### config.mk
export PLATFORM = sky130hd
export DESIGN_NAME = mep_framer
export DESIGN_NICKNAME = d
export VERILOG_FILES = /design/src/rtl/mep_pkg.sv /design/src/rtl/mep_word_ram.sv /design/src/rtl/mep_tx_mux.sv /design/src/rtl/mep_framer.sv
export SDC_FILE = /design/constraint.sdc
export NUM_CORES = 2
export LEC_CHECK = 0
export CAP_MARGIN = 25
export CORE_MARGIN = 2
export CORE_UTILIZATION = 55
export CTS_BUF_LIST = sky130_fd_sc_hd__clkbuf_8
export DETAILED_ROUTE_END_ITERATION = 10
export GPL_TIMING_DRIVEN = 0
export MAX_ROUTING_LAYER = met4
export PLACE_DENSITY = 0.72
export RECOVER_POWER = 100
export SYNTH_ARGS = -nofsm -noshare
export SYNTH_HDL_FRONTEND = slang
export SYNTH_SLANG_ARGS = --single-unit
### constraint.sdc
create_clock -name clk -period 5.1 [get_ports clk]
set_input_delay 0.51 -clock clk [delete_from_list [all_inputs] [get_ports clk]]
set_output_delay 0.51 -clock clk [all_outputs]
set_load 0.02 [all_outputs]
### src/rtl/mep_pkg.sv
package mep_pkg;
  localparam int EVID_W = 16;
  localparam int LEN_W  = 16;

  typedef enum logic [1:0] {
    ST_IDLE    = 2'd0,
    ST_COLLECT = 2'd1,
    ST_CLOSE   = 2'd2,
    ST_SEND    = 2'd3
  } mep_state_e;
endpackage

### src/rtl/mep_word_ram.sv
module mep_word_ram #(
  parameter int DEPTH = 64,
  parameter int DW    = 32,
  parameter int AW    = $clog2(DEPTH)
) (
  input  logic          clk,
  input  logic          we,
  input  logic [AW-1:0] waddr,
  input  logic [DW-1:0] wdata,
  input  logic [AW-1:0] raddr,
  output logic [DW-1:0] rdata
);
  logic [DW-1:0] mem [DEPTH];

  always_ff @(posedge clk) begin
    if (we) mem[waddr] <= wdata;
  end

  assign rdata = mem[raddr];
endmodule

### src/rtl/mep_tx_mux.sv
module mep_tx_mux #(
  parameter int          DW        = 32,
  parameter int          HDR_WORDS = 4,
  parameter int          HAW       = 2,
  parameter int          BAW       = 6,
  parameter int          PW        = 7,
  parameter int          IW        = 8,
  parameter logic [31:0] TRAILER   = 32'hE0F0_A55A
) (
  input  logic [IW-1:0]  idx,
  input  logic [PW-1:0]  wptr,
  input  logic [DW-1:0]  hdr_word,
  input  logic [DW-1:0]  dst_word,
  input  logic [DW-1:0]  len_word,
  input  logic [DW-1:0]  id_word,
  input  logic [DW-1:0]  buf_word,
  output logic [HAW-1:0] hdr_raddr,
  output logic [BAW-1:0] buf_raddr,
  output logic [DW-1:0]  data,
  output logic           sop,
  output logic           eop
);
  localparam int PRE = HDR_WORDS + 3;

  logic [IW-1:0] last_idx;

  always_comb begin
    last_idx  = IW'(PRE) + IW'(wptr);
    hdr_raddr = HAW'(idx);
    buf_raddr = BAW'(idx - IW'(PRE));
    sop       = (idx == '0);
    eop       = (idx == last_idx);
    if (idx < IW'(HDR_WORDS))            data = hdr_word;
    else if (idx == IW'(HDR_WORDS))      data = dst_word;
    else if (idx == IW'(HDR_WORDS + 1))  data = len_word;
    else if (idx == IW'(HDR_WORDS + 2))  data = id_word;
    else if (eop)                        data = DW'(TRAILER);
    else                                 data = buf_word;
  end
endmodule

### src/rtl/mep_framer.sv
module mep_framer #(
  parameter int          DW        = 32,
  parameter int          HDR_WORDS = 4,
  parameter int          BUF_DEPTH = 64,
  parameter int          CNT_W     = 6,
  parameter logic [31:0] TRAILER   = 32'hE0F0_A55A
) (
  input  logic                          clk,
  input  logic                          rst_n,
  input  logic [CNT_W-1:0]              evt_per_pkt,
  input  logic                          hdr_we,
  input  logic [$clog2(HDR_WORDS)-1:0]  hdr_waddr,
  input  logic [DW-1:0]                 hdr_wdata,
  input  logic                          dst_valid,
  output logic                          dst_ready,
  input  logic [DW-1:0]                 dst_addr,
  input  logic                          frag_valid,
  output logic                          frag_ready,
  input  logic [DW-1:0]                 frag_data,
  input  logic                          frag_last,
  input  logic [15:0]                   frag_evid,
  output logic                          out_valid,
  input  logic                          out_ready,
  output logic [DW-1:0]                 out_data,
  output logic                          out_sop,
  output logic                          out_eop,
  output logic                          busy
);
  import mep_pkg::*;

  localparam int HAW = $clog2(HDR_WORDS);
  localparam int BAW = $clog2(BUF_DEPTH);
  localparam int PW  = BAW + 1;
  localparam int IW  = $clog2(BUF_DEPTH + HDR_WORDS + 4) + 1;

  mep_state_e          state_q, state_d;
  logic [DW-1:0]       dst_q, dst_d;
  logic [CNT_W-1:0]    pack_q, pack_d, evcnt_q, evcnt_d;
  logic [PW-1:0]       wptr_q, wptr_d;
  logic [BAW-1:0]      slot_q, slot_d;
  logic                in_frag_q, in_frag_d;
  logic [EVID_W-1:0]   cur_evid_q, cur_evid_d, first_evid_q, first_evid_d;
  logic [LEN_W-1:0]    flen_q, flen_d;
  logic [IW-1:0]       idx_q, idx_d;

  logic                buf_we;
  logic [BAW-1:0]      buf_waddr, buf_raddr;
  logic [DW-1:0]       buf_wdata, buf_rdata;
  logic [HAW-1:0]      hdr_raddr;
  logic [DW-1:0]       hdr_rdata;
  logic [DW-1:0]       len_word, id_word;
  logic                tx_eop;

  mep_word_ram #(.DEPTH(HDR_WORDS), .DW(DW), .AW(HAW)) u_hdr (
    .clk(clk), .we(hdr_we), .waddr(hdr_waddr), .wdata(hdr_wdata),
    .raddr(hdr_raddr), .rdata(hdr_rdata)
  );

  mep_word_ram #(.DEPTH(BUF_DEPTH), .DW(DW), .AW(BAW)) u_buf (
    .clk(clk), .we(buf_we), .waddr(buf_waddr), .wdata(buf_wdata),
    .raddr(buf_raddr), .rdata(buf_rdata)
  );

  assign len_word = DW'({LEN_W'(wptr_q), EVID_W'(evcnt_q)});
  assign id_word  = DW'({first_evid_q, 16'h0000});

  mep_tx_mux #(
    .DW(DW), .HDR_WORDS(HDR_WORDS), .HAW(HAW), .BAW(BAW),
    .PW(PW), .IW(IW), .TRAILER(TRAILER)
  ) u_mux (
    .idx(idx_q), .wptr(wptr_q), .hdr_word(hdr_rdata), .dst_word(dst_q),
    .len_word(len_word), .id_word(id_word), .buf_word(buf_rdata),
    .hdr_raddr(hdr_raddr), .buf_raddr(buf_raddr),
    .data(out_data), .sop(out_sop), .eop(tx_eop)
  );

  assign out_eop = tx_eop;

  // next-state logic
  always_comb begin
    state_d      = state_q;
    dst_d        = dst_q;
    pack_d       = pack_q;
    evcnt_d      = evcnt_q;
    wptr_d       = wptr_q;
    slot_d       = slot_q;
    in_frag_d    = in_frag_q;
    cur_evid_d   = cur_evid_q;
    first_evid_d = first_evid_q;
    flen_d       = flen_q;
    idx_d        = idx_q;
    buf_we       = 1'b0;
    buf_waddr    = wptr_q[BAW-1:0];
    buf_wdata    = frag_data;
    dst_ready    = 1'b0;
    frag_ready   = 1'b0;
    out_valid    = 1'b0;
    busy         = 1'b0;
    unique case (state_q)
      ST_IDLE: begin
        busy      = !dst_valid;
        dst_ready = dst_valid;
        if (dst_valid) begin
          dst_d     = dst_addr;
          pack_d    = (evt_per_pkt == '0) ? CNT_W'(1) : evt_per_pkt;
          evcnt_d   = '0;
          wptr_d    = '0;
          in_frag_d = 1'b0;
          state_d   = ST_COLLECT;
        end
      end
      ST_COLLECT: begin
        frag_ready = 1'b1;
        if (frag_valid) begin
          buf_we = 1'b1;
          if (!in_frag_q) begin
            // reserve the sub-header slot ahead of the first data word
            buf_waddr  = BAW'(wptr_q + PW'(1));
            slot_d     = wptr_q[BAW-1:0];
            cur_evid_d = frag_evid;
            if (evcnt_q == '0) first_evid_d = frag_evid;
            wptr_d     = wptr_q + PW'(2);
            flen_d     = LEN_W'(1);
            in_frag_d  = 1'b1;
          end else begin
            wptr_d = wptr_q + PW'(1);
            flen_d = flen_q + LEN_W'(1);
          end
          if (frag_last) state_d = ST_CLOSE;
        end
      end
      ST_CLOSE: begin
        buf_we    = 1'b1;
        buf_waddr = slot_q;
        buf_wdata = DW'({flen_q, cur_evid_q});
        evcnt_d   = evcnt_q + CNT_W'(1);
        in_frag_d = 1'b0;
        if (CNT_W'(evcnt_q + CNT_W'(1)) == pack_q) begin
          idx_d   = '0;
          state_d = ST_SEND;
        end else begin
          state_d = ST_COLLECT;
        end
      end
      ST_SEND: begin
        out_valid = 1'b1;
        if (out_ready) begin
          if (tx_eop) state_d = ST_IDLE;
          else        idx_d   = idx_q + IW'(1);
        end
      end
      default: state_d = ST_IDLE;
    endcase
  end

  // state registers
  always_ff @(posedge clk or negedge rst_n) begin
    if (!rst_n) begin
      state_q      <= ST_IDLE;
      dst_q        <= '0;
      pack_q       <= CNT_W'(1);
      evcnt_q      <= '0;
      wptr_q       <= '0;
      slot_q       <= '0;
      in_frag_q    <= 1'b0;
      cur_evid_q   <= '0;
      first_evid_q <= '0;
      flen_q       <= '0;
      idx_q        <= '0;
    end else begin
      state_q      <= state_d;
      dst_q        <= dst_d;
      pack_q       <= pack_d;
      evcnt_q      <= evcnt_d;
      wptr_q       <= wptr_d;
      slot_q       <= slot_d;
      in_frag_q    <= in_frag_d;
      cur_evid_q   <= cur_evid_d;
      first_evid_q <= first_evid_d;
      flen_q       <= flen_d;
      idx_q        <= idx_d;
    end
  end
endmodule

After elaboration in Yosys (flattened, before gate mapping):

Memories as Yosys holds them, arrays and structs flattened.
Cells that the tools add are included.

* word-level logic and storage cells: 96
* output and inout bits: 38
* flip-flop bits (word level): 116
* memories kept: 2
* input bits: 127
* RAM bits: 2176

Memory list
* u_buf.mem: words 64, bits a word 32, read ports 1, clocked after memory_dff 0, wr ports 1, RTL line mep_word_ram.sv:13 `logic [DW-1:0] mem [DEPTH];`
* u_hdr.mem: words 4, bits a word 32, read ports 1, clocked after memory_dff 0, wr ports 1, RTL line mep_word_ram.sv:13

* equality and inequality tests: 15
* reduce and logical (&&, ||, !) cells: 18
* bitwise operators: 1
* multiplexer cells: 41
* magnitude comparators: 1
* add/sub/neg operators: 7

Operator list (count)
* $mux 32: 6
* $eq 8x3->1 const B: 3
* $mux 6: 4
* $mux 8: 3
* $pmux 6 s2: 2
* $mux 7: 3
* $add 16x1->16 const B: 1
* $mux 16: 1
* $pmux 8 s2: 1
* $ne 2x2->1 const B: 7
* $pmux 7 s2: 1
* $logic_not 6->1: 2
* $mux 2: 6
* $mux 1: 11
* $reduce_and 3->1: 3
* $add 3x7->8 const A: 1
* $add 8x1->8 const B: 1
* $eq 8x8->1: 1
* $logic_not 8->1: 1
* $lt 8x3->1 const B: 1
* $pmux 2 s4: 1
* $reduce_and 4->1: 2
* $add 7x1->7 const B: 1
* $add 7x2->7 const B: 1
* other kinds (14): 19

Longest topological paths before layout:

* depth in word-level cells: 7
* depth in mapped cells: 19
* mapped depth without buffers: 10

By module:

A second synthesis with hierarchy kept.

* cells, all modules: 4353
* area, all modules: 90675.7 um2

Modules (own cells, without submodules)
* mep_word_ram at u_buf: sequential area each 61499.0 um2, area an instance 77874.7 um2, instances 1, cells an instance 3292
* mep_framer: sequential area each 2904.0 um2, area an instance 5992.0 um2, instances 1, cells an instance 555
* mep_word_ram at u_hdr: sequential area each 3843.7 um2, area an instance 4689.5 um2, instances 1, cells an instance 171
* mep_tx_mux: sequential area each 0.0 um2, area an instance 2119.5 um2, instances 1, cells an instance 335

Least setup slack after synthesis:

No wires, ideal clock.

* kind: reg-to-output
* from: register idx_q[0]
* to: output port out_data[17]
* path buffers: 10
* arrival time: 3.952 ns
* data required time: 4.590 ns
* slack: 0.638 ns
* stages on the path, launching flop included: 18
* cell sequence: dfrtp_1 > buf_6 > buf_6 > buf_4 > buf_6 > buf_6 > inv_1 > ha_1 > buf_4 > buf_2 > buf_2 > clkbuf_1 > buf_2 > mux4_2 > nand2_1 > a311oi_1 > nor3_1 > a211oi_1

* cells in the longest elaborated chain, start to end: 7
* elaborated cells on any way between the ends: 13
* those cells by class: add/sub (1); order compare (1); eq/ne (4); mux (5); memory (2)

RTL lines
* start: declaration: RTL line mep_framer.sv:44 `logic [IW-1:0] idx_q, idx_d;`
* start signal: assignment: RTL line mep_framer.sv:181 `idx_q <= idx_d;`
* $sub 6x3->6: RTL line mep_tx_mux.sv:30 `buf_raddr = BAW'(idx - IW'(PRE));`
* $mem_v2 64x32
* $mux 32: RTL line mep_tx_mux.sv:37 `else if (eop) data = DW'(TRAILER);`
* $mux 32: RTL line mep_tx_mux.sv:36 `else if (idx == IW'(HDR_WORDS + 2)) data = id_word;`
* $mux 32: RTL line mep_tx_mux.sv:35 `else if (idx == IW'(HDR_WORDS + 1)) data = len_word;`
* $mux 32: RTL line mep_tx_mux.sv:34 `else if (idx == IW'(HDR_WORDS)) data = dst_word;`
* $mux 32 (*): RTL line mep_tx_mux.sv:33 `if (idx < IW'(HDR_WORDS)) data = hdr_word;`
* end: declaration: RTL line mep_framer.sv:24 `output logic [DW-1:0] out_data,`

Every way passes the cells marked *; elsewhere a longest branch is shown, timed or not.

Final worst setup path:

* from: register idx_q[0]
* to: output port out_data[8]

Same word-level chain as after synthesis.

==> flow_summary.ini <==
[run_status]
status = finished, violations left
violations = capacitance limit, slew limit, setup timing

[sta]
max_freq_mhz = 172
whs_ns = 0.0392
setup_violations = 465
rsz0062_at_grt = yes
period_minus_slack_ns = 5.82
fin_skew_ns = 0.0846
setup_ws_ns = -0.723
max_slew_margin_pct = -151
hold_viol_final = 0
period_share_pct = 114
tightest_slew_ns = 3.76
slew_viol_final = 843

[synth]
synth_seq_cells = 2292
synth_top_cell_area_share_pct = 72.2
yosys_warnings = 0
synth_edf_count = 2176
yosys.area.top_type = edfxtp_1
synth_area_leaders = edfxtp_1, mux4_2, dfrtp_1
avgSynthCellArea_sq_um = 21.1
netlist_instances = 4285
yosysSeqAreaShare_pct = 75.5
synth.most_common_cell = edfxtp_1
syn-num-nets = 4429
netlist_area_sq_mm = 0.0904
synth_commonest_cells = edfxtp_1, mux4_2, nand2_1
synth_cell_types = 78
async_flop_share_pct = 5.06
synth_ff_type = edfxtp_1

[pwr]
powerDensity_mw_per_mm2 = 629
irDropWorstVdd_v = 0.000614
p_leak_uw = 0.0349

[cts]
path_clk_slew_ns = 0.06
insertion_delay_ns = 1.13
ctsHtreeMaxLevel = 5
tritoncts = yes
cts.sinks = 2292
clock-root-buffer = clkbuf_8
cts_buffers = 365
cts_buffer_depth = 4

[layout]
area_growth_pct = 17.2
fin_area_sq_mm = 0.106
fillers = 10400
drive_gt1_share_pct = 32.1
seq_area_sq_mm = 0.0682
fin_nets = 5211
multi_input_area_sq_mm = 0.0219

[detailed_routing]
via_count = 52300
wl_per_cell_um = 39.4
drt_iter0_markers = 9032
first_pass_iters = 9
postRouteAntennaNets = 0
vias_per_cell = 6.94
wirelength_um = 297000
drc = 0

[global_route]
grt-ovfl-total = 0
grtUsageMet1_pct = 45.0
grt_busiest_layer = met2
grt_antenna_before_repair = 17
grt_use_met2_pct = 52.2
use_met3_pct = 12.0
grt_max_degree = 71
grt_usage_pct = 36.1
grt_pass1_vias = 50100
grt_pass1_wl_um = 397000

[worst_setup_path]
critPathMaxFanout = 9
start_kind = flop
arrival_ns = 5.31
end_kind = primary output
r2r_setup_slack_ns = -0.43
criticalPathCategory = flop to primary output
crit_required_ns = 4.59

[place]
port_buffers = 163
place.gp.congestion = 0.940
hpwl_um = 194000
dpl_cell_area_sq_mm = 0.0984

[floorplan]
rows = 148
die-height_um = 410
core_region_area_sq_mm = 0.163
ioPinCount = 165
start_util_pct = 55.5
die-area_sq_mm = 0.168
die_w_um = 410

[job]
drv_cap = 42

[hold_path]
min_path_type = primary input to flop
-- kinds of logic after synthesis --
group	Yosys count	share of synthesized area, %
flops	2292	75.5
mux	761	16.8
simple gates	623	3.06
compound gates	290	2.32
buf+inv	259	1.70
xor+xnor	43	0.465
fa+ha+maj	17	0.235
-- through the flow --
stage | util, % | setup TNS (ns) | setup slack [ns] | instances | power (uW)
floorplan | - | 0 | 0.638 | 4285 | 37000
global placement | 58.2 | -5118.71 | -3.27 | 6623 | 46600
detailed placement | 60.4 | -66.09 | -2.75 | 6772 | 47700
CTS | 65.9 | -15.35 | -0.638 | 7471 | 64900
global route | 65.0 | -89.45 | -0.594 | 7524 | 67800
finish | 65.0 | -62.37 | -0.723 | 7531 | 66700
-- what timing repair did --
item | 4_1_cts | 5_1_grt
hold buffers | 19 | 0
setup endpoints to repair | 34 | 32
hold endpoints to repair | 137 | 0
cloned | 6 | 2
buffers inserted | 39 | 26
pin swaps | 54 | 32
gates resized for setup | 595 | 130
-- worst max-delay path, stage by stage (launching register included) --
cell,delay (ns)
dfrtp_2,0.43
buf_12,0.13
buf_12,0.13
buf_16,0.15
clkinvlp_4,0.20
ha_4,0.30
buf_12,0.16
buf_12,0.17
buf_12,0.13
clkbuf_16,0.14
buf_12,0.13
mux4_2,0.25
mux2i_4,0.09
a222oi_1,0.86
a22oi_2,0.32
a21boi_2,0.31
a221o_1,0.16
buf_6,0.12
-- state kept, by name (all words and copies together) (netlist names) --
register      flops
cur_evid_q       16
dst_q            32
evcnt_q           6
first_evid_q     16
flen_q           16
idx_q             8
in_frag_q         1
pack_q            6
slot_q            6
state_q           2
u_buf.mem      2048
u_hdr.mem       128
wptr_q            7
-- worst paths after layout --
path                                           start                     endpoint  cells after the start
hold / removal                           dst_addr[4]         dst_q[4]$_DFFE_PN0P_                      3
setup reg to reg              state_q[1]$_DFFE_PN0P_  u_buf.mem[22][23]$_DFFE_PP_                     11
hold reg to reg            cur_evid_q[1]$_DFFE_PN0P_    cur_evid_q[1]$_DFFE_PN0P_                      2
min in group asynchronous                      rst_n        pack_q[0]$_DFFE_PN1P_                      3
setup / recovery                idx_q[0]$_DFFE_PN0P_                  out_data[8]                     17
max in group asynchronous                      rst_n       flen_q[12]$_DFFE_PN0P_                      4
-- per-layer routing --
layer | vias up | routed length, um
li1 | 19500 | -
met1 | 26700 | 96100
met2 | 4941 | 134000
met3 | 1127 | 45200
met4 | 0 | 21400
met5 | - | 0
-- report_power, final --
group / total, uW / switching [uW] / internal (uW)
Clock: 14500 / 7240 / 7280
Combinational: 28700 / 17300 / 11300
Sequential: 23500 / 426 / 23100
-- cells in the final DEF (no fill, tap or decap), types with 12 or more instances in the layout --
cell type and count:
xnor2_1 15, xor2_1 21, buf_6 72, clkinv_2 35, mux2i_1 56, dfrtp_1 113
diode_2 21, nand3_1 48, a21oi_1 19, buf_12 42, o21ai_0 41, nor2_2 52
clkdlybuf4s50_1 92, buf_16 18, mux2_1 32, a31oi_1 22, nand2_1 315, clkbuf_4 53
inv_1 139, mux2i_4 15, and3_1 27, a22o_1 16, clkbuf_8 378, clkbuf_1 72
buf_8 29, mux2i_2 12, mux2_2 52, mux4_2 594, clkbuf_2 53, clkbuf_16 18
a22oi_1 23, ha_1 16, edfxtp_1 2176, buf_4 99, nor2_1 64, buf_2 39
dlygate4sd3_1 56, clkinv_1 86
-- final cells by class --
| cell class | instances | share of cell area [%] |
|---|---|---|
| Timing Repair Buffer | 418 | 3.78 |
| Clock inverter | 261 | 1.26 |
| Sequential cell | 2292 | 64.4 |
| Tap cell | 2175 | 2.57 |
| Antenna cell | 21 | 0.0496 |
| Clock buffer | 374 | 4.86 |
| Multi-Input combinational cell | 1734 | 20.6 |
| Buffer | 235 | 2.36 |
| Inverter | 21 | 0.0779 |
Note: power is estimated with default switching activity, not from simulation.
